==> config.mk <==
export PLATFORM = sky130hd
export DESIGN_NAME = conv_counter
export DESIGN_NICKNAME = d
export VERILOG_FILES = /design/src/rtl/cc_pkg.sv /design/src/rtl/cc_prescale.sv /design/src/rtl/cc_fsm.sv /design/src/rtl/cc_counter.sv /design/src/rtl/conv_counter.sv
export SDC_FILE = /design/constraint.sdc
export NUM_CORES = 1
export LEC_CHECK = 0
export ABC_AREA = 1
export BUFFER_PORTS_ARGS = -buffer_cell sky130_fd_sc_hd__buf_2
export CORE_MARGIN = 4
export CORE_UTILIZATION = 35
export CTS_BUF_LIST = sky130_fd_sc_hd__clkbuf_8 sky130_fd_sc_hd__clkbuf_16
export DETAILED_ROUTE_END_ITERATION = 8
export HOLD_SLACK_MARGIN = 0.05
export REMOVE_ABC_BUFFERS = 1
export SKIP_CTS_REPAIR_TIMING = 1
export SYNTH_ARGS = -nofsm -noshare
export SYNTH_HDL_FRONTEND = slang
export SYNTH_SLANG_ARGS = --single-unit
==> constraint.sdc <==
create_clock -name clk_osc -period 4.6 [get_ports clk_osc]
set_input_delay 0.46 -clock clk_osc [delete_from_list [all_inputs] [get_ports clk_osc]]
set_output_delay 0.46 -clock clk_osc [all_outputs]
set_load 0.05 [all_outputs]
==> src/rtl/cc_pkg.sv <==
package cc_pkg;
    typedef enum logic [1:0] {
        ST_RUN   = 2'd0,
        ST_HOLD  = 2'd1,
        ST_FORCE = 2'd2
    } cc_state_e;

    typedef enum logic [1:0] {
        TL_LOW   = 2'b00,
        TL_MID   = 2'b01,
        TL_HIGH  = 2'b10,
        TL_HIGH2 = 2'b11
    } cc_test_e;
endpackage

==> src/rtl/cc_prescale.sv <==
module cc_prescale #(
    parameter int DIV = 58
) (
    input  logic clk,
    input  logic rst_n,
    input  logic clr,
    input  logic bypass,
    output logic tick
);
    localparam int PW = (DIV > 1) ? $clog2(DIV) : 1;
    localparam logic [PW-1:0] LAST = PW'(DIV - 1);

    logic [PW-1:0] pcnt_q;

    always_ff @(posedge clk) begin
        if (!rst_n || clr) begin
            pcnt_q <= '0;
        end else if (pcnt_q == LAST) begin
            pcnt_q <= '0;
        end else begin
            pcnt_q <= pcnt_q + PW'(1);
        end
    end

    assign tick = bypass || (pcnt_q == LAST);

    AST_DIV_SPACING: assert property (@(posedge clk) disable iff (!rst_n)
        (!bypass && $past(!bypass) && $past(tick)) |-> !tick);
endmodule

==> src/rtl/cc_fsm.sv <==
module cc_fsm
    import cc_pkg::*;
(
    input  logic      clk,
    input  logic      rst_n,
    input  logic      run_hold,
    input  logic [1:0] test_lvl,
    output cc_state_e state,
    output logic      ld_ones,
    output logic      ld_zero,
    output logic      run_ok,
    output logic      gated
);
    cc_state_e state_q;
    logic force_req;
    logic release_req;

    assign force_req   = !run_hold && (test_lvl == TL_LOW);
    assign release_req = run_hold && (test_lvl != TL_LOW);

    // state register with transitions
    always_ff @(posedge clk) begin
        if (!rst_n) begin
            state_q <= ST_RUN;
        end else begin
            unique case (state_q)
                ST_RUN: begin
                    if (force_req)      state_q <= ST_FORCE;   // T_FORCE
                    else if (!run_hold) state_q <= ST_HOLD;    // T_PAUSE
                end
                ST_HOLD: begin
                    if (force_req)      state_q <= ST_FORCE;   // T_FORCE
                    else if (run_hold)  state_q <= ST_RUN;     // T_RESUME
                end
                ST_FORCE: begin
                    if (release_req)    state_q <= ST_RUN;     // T_RELEASE
                end
                default:                state_q <= ST_RUN;
            endcase
        end
    end

    // outputs
    always_comb begin
        ld_ones = 1'b0;
        ld_zero = 1'b0;
        run_ok  = 1'b0;
        gated   = 1'b0;
        unique case (state_q)
            ST_RUN: begin
                ld_ones = force_req;
                run_ok  = run_hold;
            end
            ST_HOLD: begin
                ld_ones = force_req;
            end
            ST_FORCE: begin
                gated   = 1'b1;
                ld_zero = release_req;
            end
            default: ;
        endcase
    end

    assign state = state_q;
endmodule

==> src/rtl/cc_counter.sv <==
module cc_counter #(
    parameter int CNT_W = 16,
    parameter int WIN   = 2048
) (
    input  logic             clk,
    input  logic             rst_n,
    input  logic             ld_ones,
    input  logic             ld_zero,
    input  logic             adv,
    output logic [CNT_W-1:0] cnt,
    output logic [CNT_W-1:0] lat,
    output logic             strobe
);
    localparam int WW = (WIN > 1) ? $clog2(WIN) : 1;
    localparam logic [WW-1:0] WLAST = WW'(WIN - 1);

    logic [CNT_W-1:0] cnt_q;
    logic [CNT_W-1:0] lat_q;
    logic [WW-1:0]    win_q;

    assign strobe = adv && (win_q == WLAST);

    always_ff @(posedge clk) begin
        if (!rst_n) begin
            cnt_q <= '0;
            lat_q <= '0;
            win_q <= '0;
        end else if (ld_ones) begin
            cnt_q <= '1;
            win_q <= '0;
        end else if (ld_zero) begin
            cnt_q <= '0;
            win_q <= '0;
        end else if (adv) begin
            cnt_q <= cnt_q + CNT_W'(1);
            if (strobe) begin
                win_q <= '0;
                lat_q <= cnt_q + CNT_W'(1);
            end else begin
                win_q <= win_q + WW'(1);
            end
        end
    end

    assign cnt = cnt_q;
    assign lat = lat_q;

    AST_LATCH_HOLD: assert property (@(posedge clk) disable iff (!rst_n)
        !strobe |=> $stable(lat_q));
endmodule

==> src/rtl/conv_counter.sv <==
module conv_counter
    import cc_pkg::*;
#(
    parameter int CNT_W = 16,
    parameter int WIN   = 2048,
    parameter int DIV   = 58
) (
    input  logic             clk_osc,
    input  logic             rst_n,
    input  logic             osc_sel,
    input  logic             run_hold,
    input  logic [1:0]       test_lvl,
    output logic [CNT_W-1:0] count,
    output logic [CNT_W-1:0] count_q,
    output logic             clk_en
);
    cc_state_e        st;
    logic             ld_ones, ld_zero, run_ok, gated;
    logic             raw_tick, strobe;
    logic [CNT_W-1:0] lat;

    cc_fsm u_fsm (
        .clk(clk_osc), .rst_n(rst_n), .run_hold(run_hold), .test_lvl(test_lvl),
        .state(st), .ld_ones(ld_ones), .ld_zero(ld_zero), .run_ok(run_ok), .gated(gated)
    );

    cc_prescale #(.DIV(DIV)) u_pre (
        .clk(clk_osc), .rst_n(rst_n), .clr(gated), .bypass(osc_sel), .tick(raw_tick)
    );

    cc_counter #(.CNT_W(CNT_W), .WIN(WIN)) u_cnt (
        .clk(clk_osc), .rst_n(rst_n), .ld_ones(ld_ones), .ld_zero(ld_zero),
        .adv(run_ok && raw_tick), .cnt(count), .lat(lat), .strobe(strobe)
    );

    assign clk_en  = raw_tick && !gated;
    assign count_q = (test_lvl == TL_MID) ? count : lat;

    AST_FORCE_ONES: assert property (@(posedge clk_osc) disable iff (!rst_n)
        (st == ST_FORCE) |-> (&count));
    AST_RELEASE_ZERO: assert property (@(posedge clk_osc) disable iff (!rst_n)
        ($past(st == ST_FORCE) && st == ST_RUN) |-> (count == '0));
    AST_HOLD_FROZEN: assert property (@(posedge clk_osc) disable iff (!rst_n)
        ($past(st == ST_HOLD) && st == ST_HOLD) |-> $stable(count));
    AST_STROBE_RUN: assert property (@(posedge clk_osc) disable iff (!rst_n)
        strobe |-> (st == ST_RUN && run_hold));
endmodule

==> results.ini, run 1 <==
[cells_and_area]
layout-drive-gt1-share = 0.192
area.sequential_um2 = 1020
design.final.nets = 472
multiInputGateArea_um2 = 1660
final.fill_count = 825
num_antenna_cells = 0
syn_to_final_growth_pct = 12.1
design_area_um2 = 3260
non_filler_cells_in_the_finished_layout = 565

[worst_hold_path]
class_of_the_worst_hold_path = input port to register
hp-start = run_hold

[placed_design]
dpl-instance-area_um2 = 3160
placed_cells_incl_taps = 557
dp_hpwl_um = 4780
io_buffer_count = 38
placer_congestion_estimate = 0.867

[timing]
timing.max_slew.rel_slack = 0.433
period_needed_ns = 2.29
unrepaired_setup_endpoints_after_global_routing = false
setup-tns-final_ns = 0
max_clock_freq_ghz = 0.437
holdWs_ns = 0.352
timing.final.max_slew_violations = 0
fin_worst_skew_ns = 0.0156
timing.final.hold_violations = 0
timing_worst_slew_pin_value_ns = 0.848
fin_crit_sh = 0.498
finalSetupViolCount = 0

[global_routing]
global_route.usage.total = 0.144
grt_overflow = 0
grt_pass1_wl_um = 11800
antenna_violations_before_repair = 0
largest_net_degree_at_the_start_of_global_routing = 35
via_count_of_the_first_global_routing_pass = 2566

[synth]
postSynthAreaPerCell_um2 = 6.77
synth_area_leaders = sky130_fd_sc_hd__dfxtp_1 (35%), sky130_fd_sc_hd__nand2_1 (16%), sky130_fd_sc_hd__nand3_1 (7.9%)
yosys-top-cells-count = sky130_fd_sc_hd__nand2_1 (125), sky130_fd_sc_hd__dfxtp_1 (51), sky130_fd_sc_hd__nand3_1 (46)
synth.most_common_cell = sky130_fd_sc_hd__nand2_1
post-synth-top-area-fraction = 0.351
ys_warn_count = 0
post-synth-top-area-cell = sky130_fd_sc_hd__dfxtp_1
synthDistinctLibCells = 37
synth_seq_cells = 51
synthArstFlopShare = 0
yosysSeqAreaShare = 0.351
synth_edf_count = 0
post_synth_design_cell_area_um2 = 2910
postSynthCellCount = 429
synth_ff_type = sky130_fd_sc_hd__dfxtp_1

[worst_setup_path]
critical_path.cell_chain = buf_2, inv_1, nand2_1, mux2_2, buf_2
critPathRequiredTime_ns = 4.14
timing.critical_path.mode_cell = sky130_fd_sc_hd__buf_2
critical_path_start_end_classification = input port to output pin
crit_path_max_fanout = 28
critical_path.slowest_cell = sky130_fd_sc_hd__nand2_1
source_of_the_worst_register_to_register_timing_path = u_pre.pcnt_q[0]$_SDFF_PP0_
cp-start-kind = input port
worst_setup_path_startpoint = test_lvl[1]
worstPathBufferInverterCount = 3
cp_slowest_stage_delay_ns = 0.61
arrival_ns = 1.83
kind_of_end_point_of_the_critical_path = output pin
path_delay_family = simple AND/OR/NAND/NOR gates

[drt]
firstDrtPassIters = 4
total_drc_errors_in_the_routed_layout = 0
post_drt_via_cell_ratio = 4.85
antenna_violating_nets_post_route = 0
average_routed_wire_per_standard_cell_um = 12.2
via_count = 2740
drt-total-wl_um = 6890
drt_iter0_drc = 96

[pwr]
ir_worst_vdd_uv = 105
power_mw = 0.877
p_leak_nw = 1.43
power-per-cell-area_nw_per_um2 = 269

[floorplan]
placeable_core_region_um2 = 7890
initial_utilization = 0.368
std_cell_rows = 32
chipWidth_um = 99.1
area_of_the_die_um2 = 9820
chipHeight_um = 99.1
num_io_pins = 39

[clock_tree]
cts.path.max_buffers = 2
tritoncts.num_buffers = 5
clock_tree.htree_level_count = 2
tritoncts_clock_tree = built
clock-root-buffer = sky130_fd_sc_hd__clkbuf_8
path_clk_slew_ns = 0.10
cts.sink_count = 51
clk-insertion-delay-late_ns = 0.31

[run_status]
status = complete, no violations

[job]
max_cap_viol_count = 0

==> registers in the layout (all words and copies together), names as in the netlist <==
name / cells
u_cnt.lat: 16
u_cnt.win_q: 11
u_cnt.cnt: 16
u_pre.pcnt_q: 6
u_fsm.state: 2
==> power by group <==
part	total, mW	switching (mW)	internal, mW
Sequential	0.470	0.0168	0.453
Combinational	0.131	0.0987	0.0322
Clock	0.276	0.153	0.123
Total	0.877	0.269	0.609
==> layer usage <==
metal / share of wire / global-route usage / routed length [um] / vias up
met1: 0.47 / 0.185 / 3240 / 1235
li1: - / - / - / 1445
met2: 0.47 / 0.242 / 3230 / 51
met5: 0 / 0 / 0 / -
met4: 0.012 / 0.0473 / 86 / 0
met3: 0.048 / 0.0273 / 332 / 9
==> metrics by stage <==
step                      setup WS [ns]  utilization
after floorplan                    2.06            -
after global placement             2.32        0.401
after detailed placement           2.29        0.401
after CTS                          2.28        0.413
after global routing               2.08        0.413
final                              2.31        0.413
==> final cells by class <==
cell class | instances | share of cell area
clock buffers | 6 | 0.0253
clock inverters | 2 | 0.00499
inverters | 40 | 0.0469
multi-input cells | 325 | 0.510
flip-flops and latches | 51 | 0.313
well taps | 102 | 0.0392
repair buffers | 39 | 0.0607
==> worst paths after layout <==
check / endpoint / slack (ns) / cells past startpoint
worst min-delay path: u_fsm.state[0]$_SDFFE_PN0P_ / 0.35 / 2
worst max-delay path: count_q[5] / 2.31 / 5
worst min register to register: u_cnt.win_q[10]$_SDFFE_PP0P_ / 0.46 / 2
worst max register to register: u_cnt.lat[14]$_SDFFE_PN0P_ / 2.56 / 7
==> cell usage in the layout, fill, tap and decap left out, drive strengths merged, types with 2 or more instances in the layout <==
master  synthesis  final
nand2         139    139
dfxtp          51     51
nor2           50     50
nand3          48     48
inv            40     40
buf             8     39
a21oi          33     33
o21ai          16     16
nand4          10     10
xor2            7      7
clkbuf          5      6
mux2            4      4
ha              4      4
and2            2      2
nor3b           2      2
==> logic make-up after synthesis <==
kind of cell / count (synthesis) / share of synthesized area
AO/OA/AOI/OAI: 53 / 0.112
adder cells (fa/ha/maj): 4 / 0.0172
buffers and inverters: 53 / 0.0771
AND/OR/NAND/NOR: 256 / 0.403
flip-flops: 51 / 0.351
XOR/XNOR: 8 / 0.0241
multiplexers: 4 / 0.0155
(Power assumes the default switching activity.)
==> run 2, diff against run 1 <==
clock period = 2.1 ns   (was 4.6 ns; I/O delays follow)
==> run 2 against run 1 <==
Net effect: clock skew fell by 0.00078 ns; clock-buffer cell count fell by 1; largest power group unchanged; sequential power rose by 120%; power rose by 110%.
==> results.ini, run 2 (synthesis results as in run 1) <==
[global_routing]
global_route.usage.total = 0.147
antenna_violations_before_repair = 0
largest_net_degree_at_the_start_of_global_routing = 29
grt_overflow = 0
grt_pass1_wl_um = 12100
via_count_of_the_first_global_routing_pass = 2581

[clock_tree]
path_clk_slew_ns = 0.10
tritoncts_clock_tree = built
clock-root-buffer = sky130_fd_sc_hd__clkbuf_8
clk-insertion-delay-late_ns = 0.31
cts.path.max_buffers = 2
clock_tree.htree_level_count = 2
tritoncts.num_buffers = 5
cts.sink_count = 51

[pwr]
power-per-cell-area_nw_per_um2 = 574
p_leak_nw = 1.45
ir_worst_vdd_uv = 233
power_mw = 1.88

[floorplan]
chipHeight_um = 99.1
std_cell_rows = 32
initial_utilization = 0.368
chipWidth_um = 99.1
placeable_core_region_um2 = 7890
num_io_pins = 39
area_of_the_die_um2 = 9820

[worst_setup_path]
crit_path_max_fanout = 20
kind_of_end_point_of_the_critical_path = register
timing.critical_path.mode_cell = sky130_fd_sc_hd__nor2_1
path_delay_family = simple AND/OR/NAND/NOR gates
critPathRequiredTime_ns = 2.29
worstPathBufferInverterCount = 2
critical_path.slowest_cell = sky130_fd_sc_hd__dfxtp_1
arrival_ns = 1.95
cp_slowest_stage_delay_ns = 0.36
critical_path.cell_chain = inv_1, ha_1, nand3_2, nand2_1, nand2_2, buf_4, nor2_1, nor2_1, nor2_1
critical_path_start_end_classification = register to register
cp-start-kind = register

[timing]
unrepaired_setup_endpoints_after_global_routing = false
period_needed_ns = 1.76
timing.max_slew.rel_slack = 0.725
fin_crit_sh = 0.839
fin_worst_skew_ns = 0.0148
max_clock_freq_ghz = 0.567
finalSetupViolCount = 0
timing_worst_slew_pin_value_ns = 0.411
timing.final.hold_violations = 0
holdWs_ns = 0.107
timing.final.max_slew_violations = 0

[cells_and_area]
syn_to_final_growth_pct = 12.7
layout.cells.most_common = sky130_fd_sc_hd__nand2_1
final_cell_mix = sky130_fd_sc_hd__nand2_1 (125), sky130_fd_sc_hd__dfxtp_1 (51), sky130_fd_sc_hd__nand3_1 (46), sky130_fd_sc_hd__nor2_1 (45), sky130_fd_sc_hd__buf_2 (38)
finish.utilization = 0.415
layout-drive-gt1-share = 0.197
final.fill_count = 852
num_antenna_cells = 0
design.final.nets = 476
area.sequential_um2 = 1020
multiInputGateArea_um2 = 1660

[drt]
total_drc_errors_in_the_routed_layout = 0
drt_iter0_drc = 102
drt-total-wl_um = 7060
post_drt_via_cell_ratio = 4.94
average_routed_wire_per_standard_cell_um = 12.4
via_count = 2812
antenna_violating_nets_post_route = 0
firstDrtPassIters = 5

[placed_design]
placer_congestion_estimate = 0.811
dp_hpwl_um = 5000
io_buffer_count = 38

[worst_hold_path]
class_of_the_worst_hold_path = input port to register

[run_status]
status = complete, no violations

[job]
max_cap_viol_count = 0

## run 2: worst paths after layout
kind	start	endpoint	slack, ns	depth (start not counted)
max	u_pre.pcnt_q[1]$_SDFF_PP0_	u_cnt.cnt[9]$_SDFFE_PN0P_	0.34	9
min	run_hold	u_fsm.state[0]$_SDFFE_PN0P_	0.11	2
max reg2reg	u_pre.pcnt_q[1]$_SDFF_PP0_	u_cnt.cnt[9]$_SDFFE_PN0P_	0.34	9
min reg2reg	u_cnt.win_q[10]$_SDFFE_PP0P_	u_cnt.win_q[10]$_SDFFE_PP0P_	0.46	2
## run 2: through the flow
stage	area [um2]	cells	TNS, ns	setup slack, ns
2_1_floorplan	2830	416	-0.229	-0.0645
3_3_place_gp	3190	561	0	0.349
3_5_place_dp	3190	561	0	0.317
4_1_cts	3270	569	0	0.310
5_1_grt	3270	569	0	0.143
6_report	3270	569	0	0.338
## run 2: cell type report
cell class,count,share of cell area
inverter,40,0.0466
sequential,51,0.312
timing repair buffer,43,0.0695
clock buffer,5,0.0210
tap,102,0.0390
multi-input combinational,325,0.507
clock inverter,3,0.00497
## run 2: report_power, final
| group | switching (mW) | leakage (nW) | internal [mW] |
|---|---|---|---|
| Combinational | 0.219 | 0.987 | 0.0755 |
| Sequential | 0.0361 | 0.413 | 0.993 |
| Clock | 0.328 | 0.0453 | 0.229 |
## run 2: per-layer routing
layer / routed length, um / GRT usage / share of wire / vias to the layer above
met4: 94 / 0.0347 / 0.013 / 0
li1: - / - / - / 1454
met3: 316 / 0.0302 / 0.045 / 8
met1: 3240 / 0.187 / 0.46 / 1299
met5: 0 / 0 / 0 / -
met2: 3410 / 0.257 / 0.48 / 51
## run 2: worst reg2reg max path, stage by stage (launching register included)
cell and delay (ns):
sky130_fd_sc_hd__dfxtp_1 0.36, sky130_fd_sc_hd__inv_1 0.05, sky130_fd_sc_hd__ha_1 0.18, sky130_fd_sc_hd__nand3_2 0.12
sky130_fd_sc_hd__nand2_1 0.09, sky130_fd_sc_hd__nand2_2 0.28, sky130_fd_sc_hd__buf_4 0.32, sky130_fd_sc_hd__nor2_1 0.08
sky130_fd_sc_hd__nor2_1 0.12, sky130_fd_sc_hd__nor2_1 0.05
==> run 3, diff against run 2 <==
clock period = 1.45 ns   (was 2.1 ns; I/O delays follow)
==> run 3 against run 2 <==
Net effect: the flow now finishes with violations (setup timing); clock skew decreased by 0.00081 ns; sequential share of layout area decreased by 4.5 points; clock-buffer cell count unchanged; design area increased by 20%; combinational power increased by 88%; clock power increased by 50%; core utilization increased by 8.2 points; register-to-register slack got worse by 0.33 ns; first-iteration DRC count increased by 2.0%; global-route usage increased by 0.77 points; largest cell class unchanged.
==> results.ini, run 3 (synthesis results as in run 1) <==
[timing]
unrepaired_setup_endpoints_after_global_routing = true
holdWs_ns = 0.0460
finalSetupViolCount = 1
setup-tns-final_ns = -0.0301
timing.max_slew.rel_slack = 0.740
timing.final.max_slew_violations = 0
period_needed_ns = 1.48
finalWorstSetupSlack_ns = -0.0301
max_clock_freq_ghz = 0.676
fin_worst_skew_ns = 0.0140
timing_worst_slew_pin_value_ns = 0.389
fin_crit_sh = 1.02
timing.final.hold_violations = 0

[global_routing]
largest_net_degree_at_the_start_of_global_routing = 29
global_route.usage.total = 0.155
antenna_violations_before_repair = 0
via_count_of_the_first_global_routing_pass = 2735
grt_pass1_wl_um = 12600
grt_overflow = 0

[pwr]
p_leak_nw = 1.73
power-per-cell-area_nw_per_um2 = 733
ir_worst_vdd_uv = 305
power_mw = 2.88

[cells_and_area]
design.final.nets = 522
multiInputGateArea_um2 = 1810
area.sequential_um2 = 1050
layout-drive-gt1-share = 0.363
design_area_um2 = 3920
final.fill_count = 777
num_antenna_cells = 0
final_cell_mix = sky130_fd_sc_hd__nand2_1 (122), sky130_fd_sc_hd__buf_4 (48), sky130_fd_sc_hd__nand3_1 (43), sky130_fd_sc_hd__nor2_1 (37)
layout.cells.most_common = sky130_fd_sc_hd__nand2_1
syn_to_final_growth_pct = 35.1
finish.utilization = 0.497

[worst_setup_path]
crit_path_max_fanout = 3
r2r_cells = 10
source_of_the_worst_register_to_register_timing_path = u_cnt.win_q[0]$_SDFFE_PP0P_
timing.rr.end = u_cnt.lat[8]$_SDFFE_PN0P_
cp-start-kind = register
critPathRequiredTime_ns = 1.31
reg2reg_setup_slack_ns = 0.01
critical_path_start_end_classification = register to output pin
kind_of_end_point_of_the_critical_path = output pin
arrival_ns = 1.34

[clock_tree]
tritoncts_clock_tree = built
path_clk_slew_ns = 0.09
clock-root-buffer = sky130_fd_sc_hd__clkbuf_8
cts.path.max_buffers = 2
clk-insertion-delay-late_ns = 0.32
tritoncts.num_buffers = 5
clock_tree.htree_level_count = 2
cts.sink_count = 51

[drt]
average_routed_wire_per_standard_cell_um = 12.2
firstDrtPassIters = 4
total_drc_errors_in_the_routed_layout = 0
drt-total-wl_um = 7520
post_drt_via_cell_ratio = 4.81
via_count = 2958
antenna_violating_nets_post_route = 0
drt_iter0_drc = 104

[run_status]
status = finished, violations left
failing_checks = setup timing

[worst_hold_path]
hold_depth = 2
hold_end = u_fsm.state[0]$_SDFFE_PN0P_
hp-start = run_hold
class_of_the_worst_hold_path = input port to register

[floorplan]
std_cell_rows = 32
chipHeight_um = 99.1
placeable_core_region_um2 = 7890
area_of_the_die_um2 = 9820
num_io_pins = 39
chipWidth_um = 99.1
initial_utilization = 0.368

[placed_design]
dp_hpwl_um = 5390
io_buffer_count = 38
dpl-instance-area_um2 = 3550
placer_congestion_estimate = 0.827

[job]
max_cap_viol_count = 0

[run 3: cell types whose count changed in the layout (fill, tap and decap cells not counted), moves of 5 or more]
cell                      delta
sky130_fd_sc_hd__buf_2      -13
sky130_fd_sc_hd__nor2_2      +5
sky130_fd_sc_hd__nor2_1      -8
sky130_fd_sc_hd__buf_6       +9
sky130_fd_sc_hd__inv_1       -5
sky130_fd_sc_hd__buf_4      +43
sky130_fd_sc_hd__dfxtp_2    +18
sky130_fd_sc_hd__dfxtp_1    -19
[run 3: per-layer routing]
| metal | vias up | global-route usage | share of wire |
|---|---|---|---|
| li1 | 1550 | - | - |
| met1 | 1353 | 0.196 | 0.46 |
| met2 | 49 | 0.267 | 0.49 |
| met3 | 6 | 0.0252 | 0.039 |
| met4 | 0 | 0.0546 | 0.013 |
| met5 | - | 0 | 0 |
[run 3: worst max-delay path, stage by stage (launching register included)]
cell,delay (ns)
sky130_fd_sc_hd__dfxtp_2,0.33
sky130_fd_sc_hd__inv_2,0.06
sky130_fd_sc_hd__ha_4,0.14
sky130_fd_sc_hd__nand3_4,0.07
sky130_fd_sc_hd__buf_6,0.13
sky130_fd_sc_hd__a21oi_4,0.12
sky130_fd_sc_hd__buf_6,0.17
[run 3: stage by stage]
step | setup slack [ns] | std cells
after floorplan | -0.649 | 416
after global placement | -0.0522 | 604
after detailed placement | -0.0835 | 604
after CTS | -0.228 | 612
after global routing | -0.122 | 615
final | -0.0301 | 615
[run 3: cell type report]
class                   count  area share
clock inverters             3     0.00415
well taps                 102      0.0325
inverters                  40      0.0395
multi-input cells         325       0.462
clock buffers               5      0.0175
repair buffers             89       0.177
flip-flops and latches     51       0.267
[run 3: how the worst max path moves through the flow]
| stage | cells past startpoint | end | slack [ns] | start |
|---|---|---|---|---|
| floorplan | 2 | count_q[0] | -0.65 | u_cnt.cnt[0]$_SDFFE_PN0P_ |
| global placement | 7 | u_cnt.cnt[6]$_SDFFE_PN0P_ | -0.05 | u_cnt.cnt[1]$_SDFFE_PN0P_ |
| detailed placement | 10 | u_cnt.lat[9]$_SDFFE_PN0P_ | -0.08 | u_cnt.win_q[0]$_SDFFE_PP0P_ |
| CTS | 6 | clk_en | -0.23 | u_pre.pcnt_q[1]$_SDFF_PP0_ |
| global route | 10 | u_cnt.win_q[3]$_SDFFE_PP0P_ | -0.12 | u_pre.pcnt_q[1]$_SDFF_PP0_ |
| finish | 6 | clk_en | -0.03 | u_pre.pcnt_q[1]$_SDFF_PP0_ |
[run 3: power breakdown]
part / internal, mW / total [mW] / leakage, nW / switching (mW)
Combinational: 0.191 / 0.554 / 1.26 / 0.363
Sequential: 1.44 / 1.48 / 0.422 / 0.0406
Clock: 0.332 / 0.838 / 0.0453 / 0.506
